===== src/rtl/irq_hub_pkg.sv =====
package irq_hub_pkg;

    localparam logic [11:0] OFS_DETEN   = 12'h004;
    localparam logic [11:0] OFS_MASKLVL = 12'h084;
    localparam logic [11:0] OFS_EDGECLR = 12'h0C0;
    localparam logic [11:0] OFS_STATUS  = 12'h144;
    localparam logic [11:0] OFS_CFGBASE = 12'h200;
    localparam logic [11:0] OFS_OUTEN   = 12'h444;

    localparam int CLR_ARM_BIT = 8;

    typedef enum logic [1:0] {
        SENSE_LVL_LO = 2'd0,
        SENSE_LVL_HI = 2'd1,
        SENSE_FALL   = 2'd2,
        SENSE_RISE   = 2'd3
    } sense_t;

    typedef enum logic {
        EDGE_IDLE = 1'b0,
        EDGE_HELD = 1'b1
    } edge_st_t;

endpackage


===== src/rtl/irq_sync.sv =====
module irq_sync #(
    parameter int WIDTH = 64
) (
    input  logic             clk,
    input  logic             rst_n,
    input  logic [WIDTH-1:0] raw,
    output logic [WIDTH-1:0] synced
);
    logic [WIDTH-1:0] meta_q;
    logic [WIDTH-1:0] stab_q;

    always_ff @(posedge clk) begin
        if (!rst_n) begin
            meta_q <= '0;
            stab_q <= '0;
        end else begin
            meta_q <= raw;
            stab_q <= meta_q;
        end
    end

    assign synced = stab_q;
endmodule


===== src/rtl/irq_edge_cell.sv =====
module irq_edge_cell
    import irq_hub_pkg::*;
(
    input  logic   clk,
    input  logic   rst_n,
    input  logic   cur,
    input  sense_t sense,
    input  logic   det_en,
    input  logic   clr,
    output logic   held
);
    logic     prev_q;
    logic     hit;
    edge_st_t st_q, st_d;

    always_comb begin
        unique case (sense)
            SENSE_RISE: hit = det_en & cur & ~prev_q;
            SENSE_FALL: hit = det_en & ~cur & prev_q;
            default:    hit = 1'b0;
        endcase
    end

    always_ff @(posedge clk) begin
        if (!rst_n) begin
            st_q   <= EDGE_IDLE;
            prev_q <= 1'b0;
        end else begin
            st_q   <= st_d;
            prev_q <= cur;
        end
    end

    always_comb begin
        st_d = st_q;
        unique case (st_q)
            EDGE_IDLE: if (hit)         st_d = EDGE_HELD;
            EDGE_HELD: if (clr && !hit) st_d = EDGE_IDLE;
            default:                    st_d = EDGE_IDLE;
        endcase
    end

    always_comb begin
        held = (st_q == EDGE_HELD);
    end
endmodule


===== src/rtl/irq_pick.sv =====
module irq_pick #(
    parameter  int NUM_SRC = 64,
    localparam int SRC_W   = $clog2(NUM_SRC)
) (
    input  logic [NUM_SRC-2:0] pend,
    output logic [SRC_W-1:0]   sel
);
    always_comb begin
        sel = SRC_W'(NUM_SRC - 1);
        for (int i = NUM_SRC - 2; i >= 0; i--) begin
            if (pend[i]) sel = SRC_W'(i);
        end
    end
endmodule


===== src/rtl/irq_hub.sv =====
module irq_hub
    import irq_hub_pkg::*;
#(
    parameter  int NUM_SRC = 64,
    parameter  int EDGE_LO = 47,
    parameter  int EDGE_HI = 50,
    parameter  int ADDR_W  = 12,
    localparam int SRC_W   = $clog2(NUM_SRC),
    localparam int EDGE_N  = EDGE_HI - EDGE_LO + 1,
    localparam int CFG_SPAN = 8 * NUM_SRC
) (
    input  logic               clk,
    input  logic               rst_n,
    input  logic [ADDR_W-1:0]  bus_addr,
    input  logic               bus_we,
    input  logic [31:0]        bus_wdata,
    output logic [31:0]        bus_rdata,
    input  logic [NUM_SRC-1:0] irq_in,
    output logic               irq_req
);
    localparam logic [SRC_W-1:0] NONE = SRC_W'(NUM_SRC - 1);

    logic                    det_en_q, out_en_q;
    logic [31:0]             mask_lvl_q;
    logic [NUM_SRC-1:0][1:0] cfg_en_q;
    logic [NUM_SRC-1:0][1:0] cfg_sense_q;

    logic [ADDR_W-1:0] cfg_off;
    logic              cfg_hit;
    logic [SRC_W-1:0]  cfg_idx;
    logic              clr_req;
    logic [NUM_SRC-1:0] lvl_sync, active, pend_vec;
    logic [EDGE_N-1:0] edge_held, edge_clr_v;
    logic [SRC_W-1:0]  pick_src;

    // Address decode for the per-source configuration window
    always_comb begin
        cfg_off = bus_addr - ADDR_W'(OFS_CFGBASE);
        cfg_hit = (bus_addr >= ADDR_W'(OFS_CFGBASE)) &&
                  (cfg_off < ADDR_W'(CFG_SPAN)) && (cfg_off[1:0] == 2'b00);
        cfg_idx = SRC_W'(cfg_off[ADDR_W-1:3]);
        clr_req = bus_we && (bus_addr == ADDR_W'(OFS_EDGECLR)) && bus_wdata[CLR_ARM_BIT];
    end

    always_ff @(posedge clk) begin
        if (!rst_n) begin
            det_en_q    <= 1'b0;
            out_en_q    <= 1'b0;
            mask_lvl_q  <= '0;
            cfg_en_q    <= '0;
            cfg_sense_q <= {NUM_SRC{SENSE_LVL_HI}};
        end else if (bus_we) begin
            if (bus_addr == ADDR_W'(OFS_DETEN))   det_en_q   <= bus_wdata[0];
            if (bus_addr == ADDR_W'(OFS_OUTEN))   out_en_q   <= bus_wdata[0];
            if (bus_addr == ADDR_W'(OFS_MASKLVL)) mask_lvl_q <= bus_wdata;
            if (cfg_hit && !cfg_off[2]) begin
                cfg_en_q[cfg_idx]    <= bus_wdata[29:28];
                cfg_sense_q[cfg_idx] <= bus_wdata[25:24];
            end
        end
    end

    irq_sync #(.WIDTH(NUM_SRC)) u_sync (
        .clk    (clk),
        .rst_n  (rst_n),
        .raw    (irq_in),
        .synced (lvl_sync)
    );

    for (genvar g = 0; g < NUM_SRC; g++) begin : g_src
        if (g >= EDGE_LO && g <= EDGE_HI) begin : g_edge
            localparam logic [3:0] NIB = 4'(g % 16);
            logic held;
            assign edge_clr_v[g-EDGE_LO] = clr_req && (bus_wdata[3:0] == NIB);
            irq_edge_cell u_cell (
                .clk    (clk),
                .rst_n  (rst_n),
                .cur    (lvl_sync[g]),
                .sense  (sense_t'(cfg_sense_q[g])),
                .det_en (det_en_q),
                .clr    (edge_clr_v[g-EDGE_LO]),
                .held   (held)
            );
            assign edge_held[g-EDGE_LO] = held;
            assign active[g] = cfg_sense_q[g][1] ? held
                                                 : (lvl_sync[g] == cfg_sense_q[g][0]);
        end else begin : g_lvl
            assign active[g] = (lvl_sync[g] == cfg_sense_q[g][0]);
        end
        assign pend_vec[g] = det_en_q & (&cfg_en_q[g]) & active[g];
    end

    irq_pick #(.NUM_SRC(NUM_SRC)) u_pick (
        .pend (pend_vec[NUM_SRC-2:0]),
        .sel  (pick_src)
    );

    assign irq_req = det_en_q && out_en_q && (pick_src != NONE);

    always_comb begin
        bus_rdata = '0;
        if (bus_addr == ADDR_W'(OFS_DETEN)) begin
            bus_rdata[0] = det_en_q;
        end else if (bus_addr == ADDR_W'(OFS_OUTEN)) begin
            bus_rdata[0] = out_en_q;
        end else if (bus_addr == ADDR_W'(OFS_MASKLVL)) begin
            bus_rdata = mask_lvl_q;
        end else if (bus_addr == ADDR_W'(OFS_STATUS)) begin
            bus_rdata[31:24] = 8'(pick_src);
        end else if (cfg_hit && !cfg_off[2]) begin
            bus_rdata[29:28] = cfg_en_q[cfg_idx];
            bus_rdata[25:24] = cfg_sense_q[cfg_idx];
        end
    end
endmodule


===== config.mk =====
export PLATFORM = sky130hd
export DESIGN_NAME = irq_hub
export DESIGN_NICKNAME = d
export VERILOG_FILES = /design/src/rtl/irq_hub_pkg.sv /design/src/rtl/irq_sync.sv /design/src/rtl/irq_edge_cell.sv /design/src/rtl/irq_pick.sv /design/src/rtl/irq_hub.sv
export SDC_FILE = /design/constraint.sdc
export NUM_CORES = 1
export LEC_CHECK = 0
export CORE_ASPECT_RATIO = 1.25
export CORE_MARGIN = 2
export CORE_UTILIZATION = 28
export DETAILED_ROUTE_END_ITERATION = 6
export GPL_TIMING_DRIVEN = 1
export PLACE_DENSITY_LB_ADDON = 0.12
export SYNTH_ARGS = -nofsm -noshare
export SYNTH_HDL_FRONTEND = slang
export SYNTH_HIERARCHICAL = 1
export SYNTH_SLANG_ARGS = --single-unit
export TNS_END_PERCENT = 100

===== constraint.sdc =====
create_clock -name clk -period 4.4 [get_ports clk]
set_input_delay 1.32 -clock clk [delete_from_list [all_inputs] [get_ports clk]]
set_output_delay 1.32 -clock clk [all_outputs]
set_load 0.1 [all_outputs]

==> metrics.txt <==
Logic pwr share 0.073; Leakage 9.56 nW; met3 Resource Use GR 0.0265; total track usage 0.201; CTS tree yes; hold_ws 425 ps; Fin. Hold Viols 0; NumNets Final approximately 2,700; unrepaired setup endpoints after global routing true; std cell rows 108; Max Clock Freq 198 MHz; clk buf depth 3; Slew headroom 0.275; non-filler cells, final 3,576; Layout fillers 7,021; Num CTS Buffers 48; Final ANT Viol Nets 0; Starting Density 0.284; CP Capture Type primary output; Setup TNS -3140 ps; critical path arrival 3720 ps; Die Area 0.0725 mm²; Max rail drop VDD 0.204 mV; max incr delay on CP 480 ps; Area Growth Syn to Fin 34.9%; global route total overflow 0; CTS sink cnt 424; global placer's final weighted congestion ~0.87; pwr/cell area ~330 mW/mm²; fin. max-slew vios 0; total wire length 74.0 mm; Root Buffer clkbuf_16; H-tree depth 2; Die Y 300 µm; CP max stage cell dfxtp_4; gr busiest metal met2; CTS Hold Bufs 0; Hold Path Class reg2reg; number of global-route vias before repair 17,950; # IOs between 100 and 150; Final Cell Area 0.0266 mm²; max cap viols 0; GR Util met2 0.343; Placed Cells incl. Taps 3,465; Worst Path Required 3080 ps; Clock Skews between 10 and 15 ps; Reg2Reg Setup Slack 3120 ps; sequential share of power 0.445; DP Area 0.0239 mm²; Sw Share 0.233; setup violators final 7; Syn. warnings 6; drt wl/cell around 21 µm; met1 Resource Use GR 0.258; drt drc 0; CP cell instances buf_4 -> buf_12 -> buf_4 -> nand3_1 -> nor2_1 -> nand2b_1 -> a21oi_1 -> nor3_1 -> buf_4 -> o211ai_1 -> a211oi_4 -> a31oi_2 -> a31o_1 -> a21oi_4 -> buf_12; syn avg cell area 8.39 µm²; share of cells above drive strength 1 0.221; failing checks negative setup slack; Pre-antenna DRT Iters 7; dpl hpwl 50.1 mm; Final Critical Period just over 5000 ps; clock network fraction of total power 0.482; vias around 18,000; FF+latch area about 0.0085 mm²; port buffer count 142; CORE AREA 0.0695 mm²; cells after synthesis 2,347; status complete, but fails checks; Crit path top cell by count buf_4; largest net degree at the start of global routing 156; worst slew pin tran 1090 ps; Cell Area, Synth 0.0197 mm²; Die X-Extent 241 µm; Clock transition at path regs 60 ps; cell internal pwr 0.00676 W; DR vias/cell 5.06; CP Launch Type register; Clk Latency, worst-skew pair around 600 ps; multi-input logic area approximately 0.011 mm²; Sw Pwr 0.00205 W; global-route wire length before repair between 100 and 150 mm; Final Cycle Share 1.15; setup ws final -645 ps; CP Max Fanout 13; synthesized net count 2,459; Iteration-0 DRC Markers ~1,200; initial antenna violation count 0; critical path class reg2out
-- through the flow --
stage                util  worst slack (ps)  power [W]
floorplan               -              -820    0.00430
global placement    0.344              -986    0.00459
detailed placement  0.344             -1000    0.00459
CTS                 0.377              -738    0.00890
global route        0.382              -702    0.00912
finish              0.382              -645    0.00880
-- power by group through the flow --
stage	registers, W	logic [W]	clock network [W]
after floorplan	0.00399	0.000309	0
after global placement	0.00400	0.000586	0
after detailed placement	0.00400	0.000590	0
after CTS	0.00392	0.000620	0.00436
after global routing	0.00392	0.000687	0.00451
final	0.00392	0.000645	0.00424
-- state kept, by name, summed over array words and instances (netlist names) --
name and cells:
cfg_en_q 128, cfg_sense_q 128, u_sync/meta_q 63, u_sync/synced 63, mask_lvl_q 32, g_src.g_edge.u_cell/held 4, g_src.g_edge.u_cell/prev_q 4, det_en_q 1
out_en_q 1
-- metal layers --
metal  share of wire  vias up
li1                -     8657
met1            0.43     8811
met2            0.48      494
met3           0.051      130
met4           0.034        0
met5               0        -
-- layout make-up --
| type | instances | share of cell area |
|---|---|---|
| Clock inverter | 16 | 0.00782 |
| Inverter | 20 | 0.00320 |
| Tap cell | 935 | 0.0440 |
| Sequential cell | 424 | 0.320 |
| Antenna cell | 1 | 0.0000942 |
| Multi-Input combinational cell | 1710 | 0.409 |
| Timing Repair Buffer | 398 | 0.162 |
| Clock buffer | 72 | 0.0547 |
-- layout by cell type (no fill, tap or decap), drive strengths merged, types with 4 or more instances in the layout --
cell	n
mux4	40
nand3b	5
nor2b	12
and2	131
or4	7
nand2b	10
o22ai	18
or3	7
a22oi	7
nor3	14
o31ai	6
nand4	6
and3b	4
bufinv	5
o21ai	30
clkdlybuf4s50	92
a21oi	23
clkinv	12
dfxtp	424
nand3	397
or2	4
buf	297
inv	17
mux2	11
o211ai	8
nor2	119
nor3b	4
a21boi	225
nor4	18
a2111oi	5
o221ai	17
a31oi	15
nand2	427
xor2	63
and3	29
clkbuf	75
a211oi	5
mux2i	6
-- critical path: cells and delay by family, from the launching register on --
family,cells,cell delay [ps]
DFF,1,480
and+or+nand+nor,4,520
AOI/OAI and AO/OA,6,1220
buffers and inverters,5,890
-- repair_timing --
action	CTS	global route
endpoints found under the setup margin	33	33
resized for setup	126	64
pin swaps	41	15
cloned	4	3
buffers inserted	12	5
-- worst paths after layout --
| kind | startpoint | end | cells after the start |
|---|---|---|---|
| setup reg to reg | det_en_q$_SDFFE_PN0P_ | g_src[49].g_edge.u_cell/held$_SDFF_PN0_ | 5 |
| setup / recovery | det_en_q$_SDFFE_PN0P_ | bus_rdata[24] | 15 |
| hold / removal | u_sync/meta_q[44]$_SDFF_PN0_ | u_sync/synced[44]$_SDFF_PN0_ | 1 |
| hold reg to reg | u_sync/meta_q[44]$_SDFF_PN0_ | u_sync/synced[44]$_SDFF_PN0_ | 1 |
Power figures use the tool's default switching activity.
